<file path="config.mk">
export PLATFORM = sky130hd
export DESIGN_NAME = page_mapper
export DESIGN_NICKNAME = d
export VERILOG_FILES = /design/src/rtl/pmap_pkg.sv /design/src/rtl/pmap_cfg_decode.sv /design/src/rtl/pmap_regs.sv /design/src/rtl/pmap_xlate.sv /design/src/rtl/page_mapper.sv
export SDC_FILE = /design/constraint.sdc
export NUM_CORES = 1
export LEC_CHECK = 0
export ABC_AREA = 1
export BUFFER_PORTS_ARGS = -buffer_cell sky130_fd_sc_hd__buf_2
export CAP_MARGIN = 20
export CELL_PAD_IN_SITES_DETAIL_PLACEMENT = 1
export CELL_PAD_IN_SITES_GLOBAL_PLACEMENT = 1
export CORE_UTILIZATION = 40
export DETAILED_ROUTE_END_ITERATION = 7
export HOLD_SLACK_MARGIN = 0.06
export PLACE_DENSITY_LB_ADDON = 0.15
export SYNTH_ARGS = -nofsm -noshare
export SYNTH_HDL_FRONTEND = slang
export SYNTH_SLANG_ARGS = --single-unit
</file>
<file path="constraint.sdc">
create_clock -name clk -period 1.3 [get_ports clk]
set_input_delay 0.13 -clock clk [delete_from_list [all_inputs] [get_ports clk]]
set_output_delay 0.13 -clock clk [all_outputs]
set_load 0.05 [all_outputs]
</file>
<file path="src/rtl/pmap_pkg.sv">
`timescale 1ns/1ps
package pmap_pkg;
    localparam int CPU_AW   = 16;
    localparam int PHYS_AW  = 20;
    localparam int COARSE_OFS = 12;
    localparam int FINE_OFS = 8;
    localparam int SEL_W    = 5;
    localparam int DATA_W   = 12;
    localparam int N_PAGES  = 2 ** (CPU_AW - COARSE_OFS);
    localparam int IDX_W    = CPU_AW - COARSE_OFS;
    localparam int COARSE_W = PHYS_AW - COARSE_OFS;
    localparam int STK_W    = PHYS_AW - FINE_OFS;
    localparam int FINE_HI_W = CPU_AW - FINE_OFS;
    localparam logic [FINE_HI_W-1:0] STACK_PAGE = 8'h01;
    localparam logic [STK_W-1:0]     STACK_RST  = 12'h001;
    localparam logic [SEL_W-1:0]     STK_SEL    = SEL_W'(N_PAGES);

    typedef logic [COARSE_W-1:0] coarse_t;
    typedef logic [STK_W-1:0]    stk_t;

    typedef struct packed {
        coarse_t [N_PAGES-1:0] tab;
        stk_t                  stk;
    } map_state_t;

    function automatic map_state_t reset_state();
        map_state_t s;
        for (int i = 0; i < N_PAGES; i++) begin
            s.tab[i] = coarse_t'(i);
        end
        s.stk = STACK_RST;
        return s;
    endfunction
endpackage

</file>
<file path="src/rtl/pmap_cfg_decode.sv">
`timescale 1ns/1ps
module pmap_cfg_decode
    import pmap_pkg::*;
(
    input  logic               cfg_we,
    input  logic [SEL_W-1:0]   cfg_sel,
    output logic [N_PAGES-1:0] tab_we,
    output logic               stk_we
);
    for (genvar g = 0; g < N_PAGES; g++) begin : g_tab_dec
        assign tab_we[g] = cfg_we && (cfg_sel == SEL_W'(g));
    end

    assign stk_we = cfg_we && (cfg_sel == STK_SEL);
endmodule

</file>
<file path="src/rtl/pmap_regs.sv">
`timescale 1ns/1ps
module pmap_regs
    import pmap_pkg::*;
(
    input  logic               clk,
    input  logic               rst_n,
    input  logic [N_PAGES-1:0] tab_we,
    input  logic               stk_we,
    input  logic [DATA_W-1:0]  cfg_data,
    output map_state_t         map_q
);
    map_state_t map_d;
    map_state_t st_q;

    always_comb begin
        map_d = st_q;
        for (int i = 0; i < N_PAGES; i++) begin
            if (tab_we[i]) begin
                map_d.tab[i] = cfg_data[COARSE_W-1:0];
            end
        end
        if (stk_we) begin
            map_d.stk = cfg_data[STK_W-1:0];
        end
    end

    always_ff @(posedge clk or negedge rst_n) begin
        if (!rst_n) begin
            st_q <= reset_state();
        end else begin
            st_q <= map_d;
        end
    end

    assign map_q = st_q;
endmodule

</file>
<file path="src/rtl/pmap_xlate.sv">
`timescale 1ns/1ps
module pmap_xlate
    import pmap_pkg::*;
(
    input  logic [CPU_AW-1:0]  cpu_addr,
    input  map_state_t         map_q,
    output logic [PHYS_AW-1:0] phys_addr
);
    logic             in_stack;
    logic [IDX_W-1:0] page_idx;

    assign in_stack = (cpu_addr[CPU_AW-1:FINE_OFS] == STACK_PAGE);
    assign page_idx = cpu_addr[CPU_AW-1:COARSE_OFS];

    always_comb begin
        if (in_stack) begin
            phys_addr = {map_q.stk, cpu_addr[FINE_OFS-1:0]};
        end else begin
            phys_addr = {map_q.tab[page_idx], cpu_addr[COARSE_OFS-1:0]};
        end
    end
endmodule

</file>
<file path="src/rtl/page_mapper.sv">
`timescale 1ns/1ps
module page_mapper
    import pmap_pkg::*;
(
    input  logic               clk,
    input  logic               rst_n,
    input  logic [15:0]        cpu_addr,
    input  logic               cfg_we,
    input  logic [4:0]         cfg_sel,
    input  logic [11:0]        cfg_data,
    output logic [19:0]        phys_addr
);
    logic [N_PAGES-1:0] tab_we;
    logic               stk_we;
    map_state_t         map_q;

    pmap_cfg_decode u_dec (
        .cfg_we  (cfg_we),
        .cfg_sel (cfg_sel),
        .tab_we  (tab_we),
        .stk_we  (stk_we)
    );

    pmap_regs u_regs (
        .clk      (clk),
        .rst_n    (rst_n),
        .tab_we   (tab_we),
        .stk_we   (stk_we),
        .cfg_data (cfg_data),
        .map_q    (map_q)
    );

    pmap_xlate u_xlate (
        .cpu_addr  (cpu_addr),
        .map_q     (map_q),
        .phys_addr (phys_addr)
    );
endmodule

</file>
; ---- Yosys cells after proc, flatten, opt, wreduce, memory -nomap -nowiden
; Index checks and enable logic that the tools add are counted.
[op_classes]
magnitude_cmp = 1
n_reduce_logical = 18
mux = 3
n_eq_ne = 17
[op_table]
columns = cell, n
row1 = $eq A5 B4 Y1 const B, 8
row2 = $bmux W8 S4, 1
row3 = $eq A5 B3 Y1 const B, 4
row4 = $mux W20, 1
row5 = $logic_and A1 B1 Y1, 17
row6 = $eq A5 B2 Y1 const B, 2
row7 = $eq A8 B1 Y1 const B, 1
row8 = $mux W8, 1
row9 = $eq A5 B1 Y1 const B, 1
row10 = $eq A5 B5 Y1 const B, 1
row11 = $logic_not A5 Y1, 1
row12 = $lt A4 B5 Y1 const B, 1
[word_totals]
output_inout_bits = 20
reg_bits = 140
in_bits = 36

; ---- Longest topological paths before layout
[logic_depth]
word_depth = 3
mapped_depth = 10
ltp_nobuf = 8

; ---- Modules after synthesis
; A second synthesis with hierarchy kept.
[unflattened]
cells_unflattened = 1099
area_unflattened_um2 = 7513.5
[modules_own_cells]
columns = mod, n_inst, area_each_um2, cells_per_inst, seq_area_each_um2
row1 = pmap_regs, 1, 5434.0, 611, 3544.6
row2 = pmap_xlate, 1, 1929.4, 450, 0.0
row3 = pmap_cfg_decode, 1, 150.1, 38, 0.0

; ---- Worst setup path after synthesis
; Ideal clock, no wire load.
[synth_path]
kind = in2out
start = input cpu_addr[13]
end = output phys_addr[12]
required_time_ps = 1170
t_arrival_ps = 1534
path_slack_ps = -364
stages = 8
path_cell_list = buf_2 clkinv_1 buf_2 nand3_1 nand3_1 nand3_1 nor2_1 nor2_1
[synth_between]
elab_chain_cells = 3
word_cells_on_any_way = 4
[synth_lines]
columns = item, line
row1 = start: declaration, page_mapper.sv:7  ; input logic [15:0] cpu_addr,
row2 = $bmux W8 S4, pmap_xlate.sv:19  ; phys_addr = {map_q.tab[page_idx], cpu_addr[COARSE_OFS-1:0]};
row3 = $mux W8 (implied by the code), pmap_xlate.sv:19
row4 = $mux W20 (*), pmap_xlate.sv:16  ; if (in_stack) begin
row5 = end: declaration, page_mapper.sv:11  ; output logic [19:0] phys_addr
; Mark *: on every way between the ends. The rest lies on a longest branch, timed or not. The select of a mux whose other input is x is not followed.

; ---- Worst setup path in the final report
[layout_path]
start = register u_regs.st_q, in the netlist u_regs.map_q[93]
end = output phys_addr[13]
[layout_between]
elab_chain_cells = 3
[layout_lines]
columns = item, line
row1 = start: declaration, pmap_regs.sv:13  ; map_state_t st_q;
row2 = start signal: assignment, pmap_regs.sv:29  ; st_q <= reset_state();
row3 = start signal: assignment, pmap_regs.sv:31  ; st_q <= map_d;
row4 = $bmux W8 S4, pmap_xlate.sv:19
row5 = $mux W8 (implied by the code), pmap_xlate.sv:19
row6 = $mux W20, pmap_xlate.sv:16
; Every way passes these cells. The select of a mux whose other input is x is not followed.

==> results.py <==
metrics = {
    "run_status": {
        "outcome": "complete, but fails checks",
        "violations": "negative setup slack",
    },
    "power": {
        "p_int_uw": 9420,
        "netSwitchingFraction_pct": 29.7,
        "peakVddDrop_mv": 1.05,
        "power_uw": 13400,
        "p_clk_share_pct": 37.2,
        "leakage_uw": 0.00444,
        "seqPwrFrac_pct": 43.2,
        "cellPowerDensity_nw_per_um2": 1500,
        "power.share.combinational_pct": 19.6,
        "p_switching_uw": 3970,
    },
    "timing": {
        "rsz0062_at_grt": "true",
        "setup-violations-final": 12,
        "finalCritPeriodShare_pct": 146,
        "worst_slew_pin_slew_ns": 0.400,
        "finalHoldViolCount": 0,
        "slew_headroom_pct": 73.3,
        "max_freq_ghz": 0.526,
        "timing.final.ws_setup_ns": -0.601,
        "fin_skew_ns": 0,
        "finalCriticalPeriod_ns": 1.90,
        "fin_setup_tns_ns": -4.60,
        "final_max_slew_viol_count": 0,
    },
    "worst_setup_path": {
        "path_max_fanout": 2,
        "critPathKind": "reg -> out",
        "worstPathArrival_ns": 1.77,
        "worstPathRequired_ns": 1.17,
        "worstSetupEndpointType": "primary output",
        "cp-start-kind": "register",
    },
    "synth": {
        "ys_seq_area_share_pct": 50.8,
        "syn_inst": 925,
        "synth-simple-area-share_pct": 27.2,
        "synth-compound-area-share_pct": 9.86,
        "synth_area_um2": 6980,
        "yosysUniqueCellTypes": 21,
        "synthXorXnorAreaFrac_pct": 0,
        "syn-num-nets": 961,
        "yosys.area_share.adder_pct": 0,
        "synth.mux.area_fraction_pct": 0.645,
        "synth_seq_cells": 140,
        "yosysWarnings": 0,
        "synth_top_family_by_area": "simple AND/OR/NAND/NOR gates",
        "avgSynthCellArea_um2": 7.55,
    },
    "clocking": {
        "cts_tree": "done",
        "cts_max_level": 4,
        "cts.clk_slew.worst_paths_ns": 0.06,
        "clk_latency_ns": 0.42,
        "cts_buffers": 17,
        "clock_sinks": 140,
        "cts_buffer_depth": 2,
        "cts_root_buf": "clkbuf_16",
    },
    "drt": {
        "ant_nets": 0,
        "drt-total-wl_um": 23200,
        "first_pass_iters": 5,
        "routedWlPerCell_um": 18.7,
        "vias": 6440,
        "drtIter0Drc": 356,
        "drc_errors": 0,
        "viasPerCell": 5.18,
    },
    "placed_design": {
        "dpl.hpwl_um": 14800,
        "dp_slack_ns": -0.403,
        "place_congestion": 0.790,
        "place.port_buffers": 39,
    },
    "floorplanning": {
        "initial_utilization_pct": 41.5,
        "die_h_um": 134,
        "die_x_um": 134,
        "design.die.area_um2": 18000,
        "pin_count": 56,
        "core_area_um2": 16800,
        "row_count": 47,
    },
    "global_routing": {
        "grt_use_total_pct": 27.4,
        "grt_max_degree": 48,
        "grt_pass1_vias": 6766,
        "grt_pass1_wl_um": 37300,
        "gr-total-overflow": 0,
        "antenna_found_initial": 0,
    },
    "worst_hold_path": {
        "min_path_type": "in -> async",
    },
    "job": {
        "drv_cap": 0,
    },
    "final_layout": {
        "area_growth_syn_to_layout_pct": 28.1,
        "utilization_pct": 53.2,
        "antennaDiodeCount": 0,
        "fin_nets": 1046,
        "largest_reg_flops": 140,
        "drive_gt1_share_pct": 25.4,
    },
}
## cell usage after synthesis
| cell | number | share of area [%] |
|---|---|---|
| nor2_1 | 48 | 2.6 |
| nand4_4 | 1 | 0.30 |
| dfstp_2 | 33 | 12 |
| nand2_1 | 324 | 17 |
| buf_4 | 8 | 0.86 |
| inv_2 | 3 | 0.16 |
| buf_6 | 10 | 1.6 |
| o21ai_1 | 5 | 0.36 |
| nand4_1 | 1 | 0.090 |
| o21ai_0 | 131 | 9.4 |
| inv_1 | 115 | 6.2 |
| nor3_2 | 3 | 0.43 |
| dfrtp_1 | 107 | 38 |
| o21a_1 | 1 | 0.11 |
| nand3_1 | 88 | 6.3 |
| clkbuf_1 | 15 | 0.81 |
| buf_1 | 1 | 0.054 |
| nor3_1 | 1 | 0.072 |
| clkinv_1 | 1 | 0.054 |
| buf_2 | 25 | 1.8 |
| mux2_2 | 4 | 0.65 |
## metal layers
layer	global-route usage (%)	up-vias	wire, µm
li1	-	3044	-
met1	37.5	3234	10700
met2	44.4	130	11200
met3	4.54	32	923
met4	8.74	0	450
met5	0	-	0
## metrics by stage
stage,hold WS (ns),instances,cell area (µm²)
floorplan,-0.166,925,7070
global placement,0.0617,1197,7880
detailed placement,0.0593,1197,7880
CTS,0.182,1236,8700
global route,0.192,1243,8950
finish,0.177,1243,8950
## critical path, cell delays in order (launching register included)
cell     delay (ns)
dfstp_2        0.54
inv_2          0.03
nand2_2        0.05
nand3_2        0.08
nand2_2        0.10
nor2_2         0.05
nor2_2         0.14
nor2_2         0.06
nor2_4         0.12
buf_8          0.15
## power by group through the flow
stage	combinational (µW)	clock, µW	sequential, µW
after floorplan	1590	0	5680
after global placement	2240	0	5780
after detailed placement	2370	0	5820
after CTS	2540	5040	5770
after global routing	2970	5240	5900
final	2630	4970	5780
## area by class of cell
class	count	area, µm²
Fill cell	2074	7870
Sequential cell	140	3540
Multi-Input combinational cell	608	2920
Timing Repair Buffer	124	1150
Inverter	119	465
Clock buffer	20	447
Tap cell	220	275
Clock inverter	12	146
## worst paths after layout
path | start | to | slack, ns | cells past startpoint
max | u_regs.map_q[93] | phys_addr[13] | -0.60 | 9
min | rst_n | u_regs.map_q[123] | 0.18 | 2
max reg2reg | u_regs.map_q[126] | u_regs.map_q[126] | 0.44 | 3
min reg2reg | u_regs.map_q[120] | u_regs.map_q[120] | 0.48 | 2
max in group asynchronous | rst_n | u_regs.map_q[62] | 0.46 | 3
min in group clk | cfg_sel[2] | u_regs.map_q[92] | 0.19 | 5
## cell usage in the layout (no fill, tap or decap), drive strengths merged
cell and count:
nor2 48, o21ai 136, nand4 3, o21a 1, mux2 4, bufinv 3, clkinvlp 3, nand2 324
inv 117, buf 118, clkinv 8, dfstp 33, dfrtp 107, nor3 4, nand3 88, dlygate4sd3 5
clkbuf 21
## what timing repair did
item	CTS	global route
gates resized for setup	52	56
buffers inserted	2	5
setup endpoints to repair	12	12
endpoints found under the hold margin	117	0
pin swaps	13	15
cloned	0	2
hold buffers	5	0
## kinds of logic (layout without fill, tap and decap cells)
group	Yosys count	after routing
AOI/OAI and AO/OA	137	137
buffers and inverters	178	275
muxes	4	4
DFF	140	140
and+or+nand+nor	466	467
(Power assumes the default switching activity.)
